### src/rtl/wtc_pkg.sv
package wtc_pkg;
  localparam int unsigned ADDR_W = 32;
  localparam int unsigned DATA_W = 32;
  localparam int unsigned WORD_W = ADDR_W - 2;

  typedef enum logic [1:0] {
    MS_IDLE  = 2'd0,
    MS_DRAIN = 2'd1,
    MS_READ  = 2'd2
  } miss_st_e;

  typedef struct packed {
    logic [ADDR_W-1:0] addr;
    logic [DATA_W-1:0] data;
  } post_ent_t;

  // byte address -> word address (the two low bits never take part)
  function automatic logic [WORD_W-1:0] word_of(logic [ADDR_W-1:0] a);
    return a[ADDR_W-1:2];
  endfunction

  // word address -> aligned byte address for the memory side
  function automatic logic [ADDR_W-1:0] byte_of(logic [WORD_W-1:0] w);
    return {w, 2'b00};
  endfunction
endpackage

### src/rtl/wtc_line_store.sv
module wtc_line_store
  import wtc_pkg::*;
#(
  parameter int unsigned LINES = 8,
  localparam int unsigned IDX_W = $clog2(LINES),
  localparam int unsigned TAG_W = WORD_W - IDX_W
) (
  input  logic              clk,
  input  logic              rst_n,
  input  logic [IDX_W-1:0]  look_idx,
  input  logic [TAG_W-1:0]  look_tag,
  output logic              look_hit,
  output logic [DATA_W-1:0] look_data,
  input  logic              wr_en,
  input  logic [IDX_W-1:0]  wr_idx,
  input  logic [TAG_W-1:0]  wr_tag,
  input  logic [DATA_W-1:0] wr_data,
  input  logic              wr_valid,
  input  logic              snp_en,
  input  logic [IDX_W-1:0]  snp_idx,
  input  logic [TAG_W-1:0]  snp_tag,
  output logic              snp_kill,
  output logic [LINES-1:0]  valid_o
);
  logic [LINES-1:0]  valid_q;
  logic [TAG_W-1:0]  tag_q  [LINES];
  logic [DATA_W-1:0] data_q [LINES];

  assign look_hit  = valid_q[look_idx] && (tag_q[look_idx] == look_tag);
  assign look_data = data_q[look_idx];
  assign snp_kill  = snp_en && valid_q[snp_idx] && (tag_q[snp_idx] == snp_tag);
  assign valid_o   = valid_q;

  // per-line valid flag: a write in the same cycle overrides a snoop kill
  for (genvar g = 0; g < LINES; g++) begin : g_line
    always_ff @(posedge clk) begin
      if (!rst_n) begin
        valid_q[g] <= 1'b0;
      end else if (wr_en && (wr_idx == IDX_W'(g))) begin
        valid_q[g] <= wr_valid;
      end else if (snp_kill && (snp_idx == IDX_W'(g))) begin
        valid_q[g] <= 1'b0;
      end
    end

    always_ff @(posedge clk) begin
      if (wr_en && (wr_idx == IDX_W'(g))) begin
        tag_q[g]  <= wr_tag;
        data_q[g] <= wr_data;
      end
    end
  end
endmodule

### src/rtl/wtc_post_queue.sv
module wtc_post_queue
  import wtc_pkg::*;
#(
  parameter int unsigned DEPTH = 4,
  localparam int unsigned PTR_W = (DEPTH > 1) ? $clog2(DEPTH) : 1,
  localparam int unsigned CNT_W = $clog2(DEPTH + 1)
) (
  input  logic             clk,
  input  logic             rst_n,
  input  logic             push,
  input  post_ent_t        push_ent,
  input  logic             pop,
  output post_ent_t        head,
  output logic             empty,
  output logic             full,
  output logic [CNT_W-1:0] count
);
  post_ent_t        slot_q [DEPTH];
  logic [PTR_W-1:0] wr_ptr_q, rd_ptr_q;
  logic [CNT_W-1:0] cnt_q;

  function automatic logic [PTR_W-1:0] ptr_next(logic [PTR_W-1:0] p);
    return (p == PTR_W'(DEPTH - 1)) ? '0 : p + 1'b1;
  endfunction

  assign head  = slot_q[rd_ptr_q];
  assign empty = (cnt_q == '0);
  assign full  = (cnt_q == CNT_W'(DEPTH));
  assign count = cnt_q;

  always_ff @(posedge clk) begin
    if (!rst_n) begin
      wr_ptr_q <= '0;
      rd_ptr_q <= '0;
      cnt_q    <= '0;
    end else begin
      if (push) wr_ptr_q <= ptr_next(wr_ptr_q);
      if (pop)  rd_ptr_q <= ptr_next(rd_ptr_q);
      case ({push, pop})
        2'b10:   cnt_q <= cnt_q + 1'b1;
        2'b01:   cnt_q <= cnt_q - 1'b1;
        default: cnt_q <= cnt_q;
      endcase
    end
  end

  always_ff @(posedge clk) begin
    if (push) slot_q[wr_ptr_q] <= push_ent;
  end
endmodule

### src/rtl/wtc_refill_ctrl.sv
module wtc_refill_ctrl
  import wtc_pkg::*;
(
  input  logic              clk,
  input  logic              rst_n,
  input  logic              start,
  input  logic [WORD_W-1:0] start_word,
  input  logic              wb_empty,
  input  logic              rd_ack,
  input  logic              snp_en,
  input  logic [WORD_W-1:0] snp_word,
  output miss_st_e          state,
  output logic              rd_req,
  output logic [WORD_W-1:0] miss_word,
  output logic              fill_en,
  output logic              fill_ok
);
  miss_st_e          st_q;
  logic [WORD_W-1:0] word_q;
  logic              poison_q;
  logic              snp_same;

  assign snp_same  = snp_en && (snp_word == word_q);
  assign state     = st_q;
  assign rd_req    = (st_q == MS_READ);
  assign miss_word = word_q;
  assign fill_en   = rd_req && rd_ack;
  assign fill_ok   = !poison_q && !snp_same;

  always_ff @(posedge clk) begin
    if (!rst_n) begin
      st_q     <= MS_IDLE;
      word_q   <= '0;
      poison_q <= 1'b0;
    end else begin
      case (st_q)
        MS_IDLE: if (start) begin
          st_q     <= MS_DRAIN;
          word_q   <= start_word;
          poison_q <= 1'b0;
        end
        MS_DRAIN: if (wb_empty) st_q <= MS_READ;
        MS_READ: begin
          if (snp_same) poison_q <= 1'b1;
          if (rd_ack)   st_q     <= MS_IDLE;
        end
        default: st_q <= MS_IDLE;
      endcase
    end
  end
endmodule

### src/rtl/wt_snoop_cache.sv
module wt_snoop_cache
  import wtc_pkg::*;
#(
  parameter int unsigned LINES    = 8,
  parameter int unsigned WB_DEPTH = 4,
  localparam int unsigned IDX_W = $clog2(LINES),
  localparam int unsigned TAG_W = WORD_W - IDX_W,
  localparam int unsigned CNT_W = $clog2(WB_DEPTH + 1)
) (
  input  logic              clk,
  input  logic              rst_n,
  input  logic              cpu_req,
  input  logic              cpu_we,
  input  logic [ADDR_W-1:0] cpu_addr,
  input  logic [DATA_W-1:0] cpu_wdata,
  output logic [DATA_W-1:0] cpu_rdata,
  output logic              cpu_stall,
  output logic              mem_rd_req,
  output logic [ADDR_W-1:0] mem_rd_addr,
  input  logic              mem_rd_ack,
  input  logic [DATA_W-1:0] mem_rd_data,
  output logic              mem_wr_req,
  output logic [ADDR_W-1:0] mem_wr_addr,
  output logic [DATA_W-1:0] mem_wr_data,
  input  logic              mem_wr_ack,
  input  logic              snp_valid,
  input  logic [ADDR_W-1:0] snp_addr
);
  // decoded addresses
  logic [WORD_W-1:0] cpu_word, snp_word, miss_word;
  logic [IDX_W-1:0]  cpu_idx, snp_idx, line_wr_idx;
  logic [TAG_W-1:0]  cpu_tag, snp_tag, line_wr_tag;

  assign cpu_word = word_of(cpu_addr);
  assign snp_word = word_of(snp_addr);
  assign cpu_idx  = cpu_word[IDX_W-1:0];
  assign cpu_tag  = cpu_word[WORD_W-1:IDX_W];
  assign snp_idx  = snp_word[IDX_W-1:0];
  assign snp_tag  = snp_word[WORD_W-1:IDX_W];

  // named internal events
  logic             hit, snp_kill, fill_en, fill_ok;
  logic             ld_access, st_access, idle, store_go, miss_start;
  logic             line_wr_en, line_wr_valid;
  logic [DATA_W-1:0] line_wr_data;
  logic [LINES-1:0] line_valid;
  logic             wb_empty, wb_full, wb_pop;
  logic [CNT_W-1:0] wb_count;
  post_ent_t        wb_head, wb_in;
  miss_st_e         mstate;

  assign ld_access  = cpu_req && !cpu_we;
  assign st_access  = cpu_req && cpu_we;
  assign idle       = (mstate == MS_IDLE);
  assign store_go   = st_access && idle && !wb_full;
  assign miss_start = ld_access && idle && !hit;
  assign cpu_stall  = (ld_access && !(idle && hit)) || (st_access && !store_go);

  assign line_wr_en    = store_go || fill_en;
  assign line_wr_idx   = fill_en ? miss_word[IDX_W-1:0] : cpu_idx;
  assign line_wr_tag   = fill_en ? miss_word[WORD_W-1:IDX_W] : cpu_tag;
  assign line_wr_data  = fill_en ? mem_rd_data : cpu_wdata;
  assign line_wr_valid = fill_en ? fill_ok : 1'b1;

  wtc_line_store #(.LINES(LINES)) i_lines (
    .clk       (clk),
    .rst_n     (rst_n),
    .look_idx  (cpu_idx),
    .look_tag  (cpu_tag),
    .look_hit  (hit),
    .look_data (cpu_rdata),
    .wr_en     (line_wr_en),
    .wr_idx    (line_wr_idx),
    .wr_tag    (line_wr_tag),
    .wr_data   (line_wr_data),
    .wr_valid  (line_wr_valid),
    .snp_en    (snp_valid),
    .snp_idx   (snp_idx),
    .snp_tag   (snp_tag),
    .snp_kill  (snp_kill),
    .valid_o   (line_valid)
  );

  assign wb_in.addr = cpu_addr;
  assign wb_in.data = cpu_wdata;
  assign wb_pop     = mem_wr_ack && !wb_empty;

  wtc_post_queue #(.DEPTH(WB_DEPTH)) i_queue (
    .clk      (clk),
    .rst_n    (rst_n),
    .push     (store_go),
    .push_ent (wb_in),
    .pop      (wb_pop),
    .head     (wb_head),
    .empty    (wb_empty),
    .full     (wb_full),
    .count    (wb_count)
  );

  assign mem_wr_req  = !wb_empty;
  assign mem_wr_addr = wb_head.addr;
  assign mem_wr_data = wb_head.data;

  wtc_refill_ctrl i_refill (
    .clk        (clk),
    .rst_n      (rst_n),
    .start      (miss_start),
    .start_word (cpu_word),
    .wb_empty   (wb_empty),
    .rd_ack     (mem_rd_ack),
    .snp_en     (snp_valid),
    .snp_word   (snp_word),
    .state      (mstate),
    .rd_req     (mem_rd_req),
    .miss_word  (miss_word),
    .fill_en    (fill_en),
    .fill_ok    (fill_ok)
  );

  assign mem_rd_addr = byte_of(miss_word);
endmodule

### config.mk
export PLATFORM = sky130hd
export DESIGN_NAME = wt_snoop_cache
export DESIGN_NICKNAME = d
export VERILOG_FILES = /design/src/rtl/wtc_pkg.sv /design/src/rtl/wtc_line_store.sv /design/src/rtl/wtc_post_queue.sv /design/src/rtl/wtc_refill_ctrl.sv /design/src/rtl/wt_snoop_cache.sv
export SDC_FILE = /design/constraint.sdc
export NUM_CORES = 1
export LEC_CHECK = 0
export BUFFER_PORTS_ARGS = -buffer_cell sky130_fd_sc_hd__buf_2
export CORE_ASPECT_RATIO = 0.5
export CORE_MARGIN = 1
export CORE_UTILIZATION = 43
export DETAILED_ROUTE_END_ITERATION = 10
export SETUP_SLACK_MARGIN = 0.1
export SYNTH_ARGS = -nofsm -noshare
export SYNTH_HDL_FRONTEND = slang
export SYNTH_HIERARCHICAL = 1
export SYNTH_SLANG_ARGS = --single-unit
### constraint.sdc
create_clock -name clk -period 7.47 [get_ports clk]
set_input_delay 1.494 -clock clk [delete_from_list [all_inputs] [get_ports clk]]
set_output_delay 1.494 -clock clk [all_outputs]
set_load 0.01 [all_outputs]
**After elaboration in Yosys (flattened, before gate mapping)**

Memory sizes are Yosys's and may differ from the RTL's. A register that Yosys moved wholly into a read port is not among the register bits.
Index checks and enable logic that the tools add are counted.

- Register bits after elaboration: 48
- Memory bits (writable): 728
- Bits of input ports: 135
- Output and inout bits: 131
- Memories: 3

- Add/sub/neg operators: 4
- Magnitude comparators: 2
- Equal/unequal tests: 28
- Multiplexer cells: 96
- Reductions and logical operators: 73

Memory list:

| memory | words | bits a word | read ports | clocked after memory_dff | write ports | line | RTL |
|---|---|---|---|---|---|---|---|
| i_lines.data_q | 8 | 32 | 1 | 0 | 1 | wtc_line_store.sv:27 | `logic [DATA_W-1:0] data_q [LINES];` |
| i_queue.slot_q | 4 | 64 | 1 | 1 | 1 | wtc_post_queue.sv:18 | `post_ent_t slot_q [DEPTH];` |
| i_lines.tag_q | 8 | 27 | 2 | 0 | 1 | wtc_line_store.sv:26 | `logic [TAG_W-1:0] tag_q [LINES];` |

Operators with widths:

| cell | number |
|---|---|
| two-way mux 32 bit | 8 |
| OR reduction 32 bit | 7 |
| two-way mux 27 bit | 8 |
| OR reduction 27 bit | 7 |
| == test 27 bit | 2 |
| two-way mux 1 bit | 53 |
| two-way mux 3 bit | 15 |
| logical AND 1 bit | 32 |
| == test 30 bit | 1 |
| == test 3 bit, second input constant | 9 |
| nonzero test 2 bit | 10 |
| two-way mux 2 bit | 7 |
| == test 3 x 2 -> 1 bit, second input constant | 4 |
| logical NOT 3 bit | 3 |
| == test 2 bit, second input constant | 4 |
| logical NOT 1 bit | 8 |
| less-than comparator 3 x 4 -> 1 bit, second input constant | 2 |
| binary-select mux 1 bit (select 3 bit) | 2 |
| == test 3 x 1 -> 1 bit, second input constant | 2 |
| != test 2 bit, second input constant | 3 |
| case mux 2 bit (3 select lines) | 1 |
| case mux 3 bit (2 select lines) | 1 |
| AND reduction 3 bit | 2 |
| adder 2 x 1 -> 2 bit, second input constant | 2 |
| 8 further kinds | 10 |

**Depth between registers and ports, before layout**

Gate-level depths: netlist (run 1).

- Word-level depth: 15
- Depth in mapped cells: 14
- Gate-level depth less buffers: 11

**By module**

Netlist (run 1), hierarchy kept.

By module, submodules not included:

| module | instances | cells each | area an instance (µm²) |
|---|---|---|---|
| wtc_line_store | 1 | 1,026 | 20,657.3 |
| wtc_post_queue | 1 | 381 | 9,774.4 |
| wtc_refill_ctrl | 1 | 187 | 1,592.8 |
| wt_snoop_cache | 1 | 83 | 1,136.1 |

**Least setup slack after synthesis (run 1)**

Ideal clock, no wire load.

- Path type: input to register
- From: input mem_rd_ack
- To: register i_lines.valid_q[0], in the netlist i_lines/valid_o[0]
- Data arrival time: 6.981 ns
- Data required time: 7.411 ns
- Slack: 0.430 ns
- Stages on the path: 7
- Cells stage by stage: and2_1 buf_6 mux2_2 nand2b_1 nor3_1 or4_1 o31a_1

- Word-level cells in the longest chain between the ends: 5
- Elaborated cells on any way between the ends: 8
- Those cells by class: 3 x mux; 5 x reduce/logical

Ends and longest elaborated chain:

| item | line | RTL |
|---|---|---|
| start, declared | wt_snoop_cache.sv:20 | `input logic mem_rd_ack,` |
| logical AND 1 bit (*) | wtc_refill_ctrl.sv:27 | `assign fill_en = rd_req && rd_ack;` |
| two-way mux 3 bit (*) | wt_snoop_cache.sv:60 | `assign line_wr_idx = fill_en ? miss_word[IDX_W-1:0] : cpu_idx;` |
| named net line_wr_idx[2] | wt_snoop_cache.sv:31 | `logic [IDX_W-1:0] cpu_idx, snp_idx, line_wr_idx;` |
| logical NOT 3 bit (*) | wtc_line_store.sv:39 | `end else if (wr_en && (wr_idx == IDX_W'(g))) begin` |
| logical AND 1 bit (*) | wtc_line_store.sv:39 |  |
| two-way mux 1 bit or nonzero test 2 bit (tied branches) | -- |  |
| end signal, assigned by index | wtc_line_store.sv:40 | `valid_q[g] <= wr_valid;` |
| end, declared | wtc_line_store.sv:25 | `logic [LINES-1:0] valid_q;` |

Mark *: on every way through the listed nets, which the timed path passes. The rest lies on a longest branch.
A chain may end at the register's enable or synchronous reset.

**Final worst setup path (run 1)**

- From: input cpu_addr[2]
- To: output cpu_stall

- Word-level cells in the longest chain between the ends: 7
- Elaborated cells on any way between the ends: 9
- Those cells by class: 1 x eq/ne; 2 x mux; 5 x reduce/logical; 1 x memory

Ends and longest elaborated chain:

| item | line | RTL |
|---|---|---|
| start, declared | wt_snoop_cache.sv:14 | `input logic [ADDR_W-1:0] cpu_addr,` |
| memory read (8 x 27 bit) or binary-select mux 1 bit (select 3 bit) (tied branches) | -- |  |
| == test 27 bit or two-way mux 1 bit (tied branches) | wtc_line_store.sv:29 | `assign look_hit = valid_q[look_idx] && (tag_q[look_idx] == look_tag);` |
| logical AND 1 bit (*) | wtc_line_store.sv:29 |  |
| named net hit | wt_snoop_cache.sv:42 | `logic hit, snp_kill, fill_en, fill_ok;` |
| logical AND 1 bit (*) | wt_snoop_cache.sv:57 | `assign cpu_stall = (ld_access && !(idle && hit)) \|\| (st_access && !store_go);` |
| logical NOT 1 bit (*) | wt_snoop_cache.sv:57 |  |
| logical AND 1 bit (*) | wt_snoop_cache.sv:57 |  |
| logical OR 1 bit (*) | wt_snoop_cache.sv:57 |  |
| end, declared | wt_snoop_cache.sv:17 | `output logic cpu_stall,` |

Mark *: on every way through the listed nets, which the timed path passes. The rest lies on a longest branch. The select of a mux whose other input is x is not followed.

==> metrics, run 1 <==
Synth Warn #=6; Longest Clk Path Bufs=3; share of cells above drive strength 1=36.9%; internal power component=7570 µW; Net Sw Frac=24.4%; post-detail-place hpwl=49600 µm; row count=71; # IOs=266; area grow syn2layout=13.9%; WHS=0.480 ns; vias in the first global route=17400; CP Class=in2out; per-cell routed wire length=26.6 µm; global-route wire length before repair=117000 µm; Worst Path Required=5.98 ns; Sequential Power Share=50.7%; # resized after CTS=0; setup violators final=0; via count=16800; setup_tns=0 ns; Initial Util=43.7%; vias per cell=5.54; Comb pwr share=13.2%; Worst-Skew Late Latency=0.62 ns; cts hold-fix bufs=0; Clk network pwr share=36.1%; Worst VDD drop=0.154 mV; worst min-delay path class=reg2reg; Die H=198 µm; Register Area=22900 µm²; setup bufs post-CTS=0; Psw=2440 µW; leakage power=0.0125 µW; area occupied by multi-input gates=9620 µm²; H-tree levels=3; initial antenna violation count=5; CP endpoint kind=output pin; final-report max-slew violation count=0; Tcrit/Tclk final=87.1%; DR DRC count=0; syn_area_per_cell=19.8 µm²; CTS sink count=778; port bufs=261; Routed WL=80800 µm; Die ar.=78200 µm²; core area=75700 µm²; Critical Path Source Type=primary input; RSZ-0062 raised after global routing=no; fmax=154 MHz; Fillers=6215; headroom to the max-slew limit=24.3%; Root Driver=clkbuf_16; Final min period=6.51 ns; routability cong.=0.803; CTS tree=built; status=completed; Critical Path AT=5.01 ns; initial drt markers=1408; Inserted Clock Buffers=72; Clk pin slew, worst setup/hold paths=0.07 ns; final hold violations=0; GRT Total Usage=20.6%; Die Wd=394 µm; max_cap viols=0; Power Density=266 nW/µm²; Initial DRT Pass Iterations=7; measured slew at the worst slew-check pin=1.13 ns; largest net degree at the start of global routing=60; Critical Path Fanout Max=52; total congestion overflow=0; Cell Area, Synth=33100 µm²; nets=2096; total power=10000 µW; Final ANT Viol Nets=0; Mapped Cells=1670; skew final=0.0188 ns
==> worst max-delay path: stages <==
cell and delay [ns]:
clkbuf_8 0.54, buf_4 0.65, mux4_2 0.59, mux2i_1 0.23, xor2_1 0.23, nand4_1 0.13, nor4_1 0.35, buf_4 0.21
nor2_1 0.05, o41a_1 0.36, buf_2 0.15
==> cell usage in the layout, fill, tap and decap left out, types with 8 or more instances in the layout <==
cell and count:
a21boi_0 20, a21boi_1 11, a21oi_1 17, a22oi_1 11, buf_2 257, buf_4 36, clkbuf_1 12, clkbuf_16 75
clkinv_1 12, clkinv_2 13, dfxtp_1 48, edfxtp_1 728, inv_1 11, mux2_2 45, mux2_4 58, mux2i_1 82
mux4_2 204, nand2_1 88, nand2b_1 9, nand4_1 15, nor2_1 11, nor2b_1 11, nor3_1 8, xnor2_1 59
xor2_1 21
==> registers in the layout (all words and copies together), names as in the netlist, 3 cells and up, named ones only <==
register            flops
i_lines/valid_o         8
i_refill/miss_word     30
i_queue/count           3
i_lines/tag_q         216
i_queue/slot_q        256
i_lines/data_q        256
==> final timing paths <==
kind                                     startpoint               endpoint  cells past startpoint  slack, ns
worst max-delay path                    cpu_addr[2]              cpu_stall                     11       0.96
worst min-delay path              i_refill/poison_q      i_refill/poison_q                      2       0.48
worst max register to register  i_lines/tag_q[6][1]  i_refill/miss_word[4]                     14       3.51
worst min register to register    i_refill/poison_q      i_refill/poison_q                      2       0.48
==> area by class of cell <==
class	count	share of cell area [%]
Antenna cell	3	0.0199
Clock buffer	87	5.10
Clock inverter	41	0.936
Inverter	12	0.119
Multi-Input combinational cell	793	25.5
Sequential cell	778	60.6
Tap cell	1022	3.39
Timing Repair Buffer	297	4.30
==> power groups by stage <==
stage / clock [µW] / sequential, µW / combinational, µW
final: 3620 / 5080 / 1320
after global placement: 0 / 5170 / 1340
after detailed placement: 0 / 5170 / 1350
after CTS: 3700 / 5080 / 1350
after global routing: 3860 / 5090 / 1420
after floorplan: 0 / 5120 / 931
==> metrics by stage <==
stage	utilization, %	cells	worst slack (ns)	instance area, µm²
after global routing	49.8	3033	0.743	37700
after CTS	49.8	3030	0.902	37700
after floorplan	-	1671	0.430	33100
after global placement	46.8	2902	0.922	35400
final	49.8	3033	0.964	37700
after detailed placement	46.8	2902	0.927	35400
==> routing by layer <==
layer,share of wire [%],global-route usage [%],up-vias
li1,-,-,7406
met1,42,27.2,8844
met2,51,34.8,433
met3,4.5,2.99,127
met4,3.3,7.88,0
met5,0,0,-
(Power assumes the default switching activity.)
==> run 2, diff against run 1 <==
--- a/config.mk
+++ b/config.mk
@@ -6,10 +6,13 @@
 export NUM_CORES = 1
 export LEC_CHECK = 0
 export BUFFER_PORTS_ARGS = -buffer_cell sky130_fd_sc_hd__buf_2
+export CELL_PAD_IN_SITES_DETAIL_PLACEMENT = 1
+export CELL_PAD_IN_SITES_GLOBAL_PLACEMENT = 2
 export CORE_ASPECT_RATIO = 0.5
 export CORE_MARGIN = 1
 export CORE_UTILIZATION = 43
 export DETAILED_ROUTE_END_ITERATION = 10
+export PLACE_DENSITY_LB_ADDON = 0.1
 export SETUP_SLACK_MARGIN = 0.1
 export SYNTH_ARGS = -nofsm -noshare
 export SYNTH_HDL_FRONTEND = slang
==> constraint.sdc (replaced) <==
create_clock -name clk -period 7.2 [get_ports clk]
set_input_delay 1.44 -clock clk [delete_from_list [all_inputs] [get_ports clk]]
set_output_delay 1.44 -clock clk [all_outputs]
set_load 0.01 [all_outputs]
==> run 2 against run 1 <==
Net effect: core utilization barely moved; first-iteration DRC count down 22%; global-route usage is 2.3 points higher; non-clock buffer count is 8 lower.
==> metrics, run 2 (same netlist as run 1, synthesis figures left out) <==
CP endpoint kind=output pin; most common cell after layout, fill and taps aside=edfxtp_1; PnR worst setup slack=0.537 ns (-0.427 ns); RSZ-0062 raised after global routing=no; Critical Path Source Type=primary input; # IOs=266 (unchanged); Critical Path AT=5.22 ns (+0.21 ns); vias in the first global route=18500 (+6.6%); core area=75700 µm² (unchanged); leakage power=0.0125 µW (-0.16%); headroom to the max-slew limit=21.6% (-2.7 points); setup bufs post-CTS=0 (unchanged); Die ar.=78200 µm² (unchanged); commonest non-fill, non-tap cells in the layout=728 x edfxtp_1, 257 x buf_2, 204 x mux4_2; Fillers=6981 (+12%); pre-CTS setup slack=0.486 ns (-0.441 ns); Tcrit/Tclk final=92.5%; Die Wd=394 µm (unchanged); area grow syn2layout=13.9% (about the same); nets=2089 (-0.33%); Worst-Skew Late Latency=0.64 ns (+0.02 ns); final hold violations=0 (unchanged); worst min-delay path class=reg2reg; Inserted Clock Buffers=73 (+1.4%); Die H=198 µm (unchanged); Critical Path Fanout Max=39 (-25%); Worst Path Required=5.76 ns (-0.22 ns); Worst VDD drop=0.169 mV (+10%); post-detail-place hpwl=53600 µm (+8.1%); Root Driver=clkbuf_16; per-cell routed wire length=29.6 µm (+11%); worst hold path depth=2 (unchanged); port bufs=261 (unchanged); total congestion overflow=0 (unchanged); # resized after CTS=0 (unchanged); Clk pin slew, worst setup/hold paths=0.06 ns (about the same); setup violators final=0 (unchanged); H-tree levels=3 (unchanged); setup_tns=0 ns (unchanged); cts hold-fix bufs=0 (unchanged); Final ANT Viol Nets=0 (unchanged); GRT Total Usage=23.0% (+2.3 points); initial antenna violation count=3 (-2); share of cells above drive strength 1=36.5% (-0.38 points); Final min period=6.66 ns; CTS tree=built; fmax=150 MHz; routability cong.=0.817 (+1.7%); vias per cell=5.67 (+2.2%); largest net degree at the start of global routing=69 (+15%); skew final=0.0154 ns (-0.00342 ns); FF-to-FF path depth=13 (-1); Longest Clk Path Bufs=3 (unchanged); DR DRC count=0 (unchanged); CTS sink count=778 (unchanged); CP Class=in2out; initial drt markers=1098 (-22%); measured slew at the worst slew-check pin=1.18 ns (+0.0432 ns); Largest regs=i_lines/data_q: 256 flops, i_queue/slot_q: 256 flops, i_lines/tag_q: 216 flops; Power Density=276 nW/µm² (+4.1%); global-route wire length before repair=128000 µm (+9.8%); row count=71 (unchanged); status=completed; Initial DRT Pass Iterations=5 (-2); Routed WL=89500 µm (+11%); via count=17200 (+2.1%); max_cap viols=0 (unchanged); final-report max-slew violation count=0 (unchanged); Initial Util=43.7% (unchanged)
[run 2: changes by cell type in the layout (fill, tap and decap cells not counted), sizes merged]
| cell | change |
|---|---|
| buf | -8 |
| bufinv | -5 |
| clkbuf | +18 |
| clkinv | -3 |
| clkinvlp | -3 |
| diode | -1 |
| inv | -3 |
[run 2: report_power, final]
group / switching [µW] / internal, µW / leakage [µW] / total (µW)
combinational: 773 / 609 / 0.00439 / 1380
sequential: 140 / 5160 / 0.00699 / 5300
clock: 1690 / 2050 / 0.00113 / 3740
total: 2600 / 7820 / 0.0125 / 10400
[run 2: worst max-delay path: stages]
cell,delay [ns]
clkbuf_8,0.42
buf_4,0.35
mux4_2,0.52
mux2i_1,0.46
xnor2_1,0.14
nor4_1,0.31
nand3_1,0.20
nor4_1,0.51
buf_4,0.22
nor2_1,0.06
o41a_1,0.37
buf_2,0.15
[run 2: worst paths after layout]
check	to	startpoint	slack [ns]
worst max-delay path	cpu_stall	cpu_addr[2]	0.54
worst min-delay path	i_refill/poison_q	i_refill/poison_q	0.46
worst max register to register	i_refill/miss_word[23]	i_lines/tag_q[4][20]	3.00
worst min register to register	i_refill/poison_q	i_refill/poison_q	0.46
[run 2: layout make-up]
cell class              count  area (µm²)  share of cell area (%)
clock inverters            27         174                   0.461
inverters                  12        45.0                   0.119
repair buffers            289        1610                    4.26
diodes                      2        5.00                  0.0133
flip-flops and latches    778       22900                    60.7
clock buffers             105        2110                    5.59
well taps                1022        1280                    3.39
multi-input cells         793        9620                    25.5
[run 2: layer usage]
layer	GRT usage [%]	share of wire, %	vias up
met4	6.76	2.3	0
met5	0	0	-
met3	3.65	4.1	127
li1	-	-	7403
met2	39.3	51	385
met1	30.4	43	9244
[run 2: per-stage QoR]
| step | hold WS [ns] | power, µW | cell area, µm² | cells | utilization (%) |
|---|---|---|---|---|---|
| detailed placement | 0.448 | 6810 | 35400 | 2894 | 46.8 |
| CTS | 0.457 | 10600 | 37700 | 3026 | 49.8 |
| floorplan | 0.429 | 6280 | 33100 | 1671 | - |
| global route | 0.511 | 10800 | 37700 | 3027 | 49.8 |
| global placement | 0.441 | 6760 | 35400 | 2894 | 46.8 |
| finish | 0.457 | 10400 | 37700 | 3028 | 49.8 |
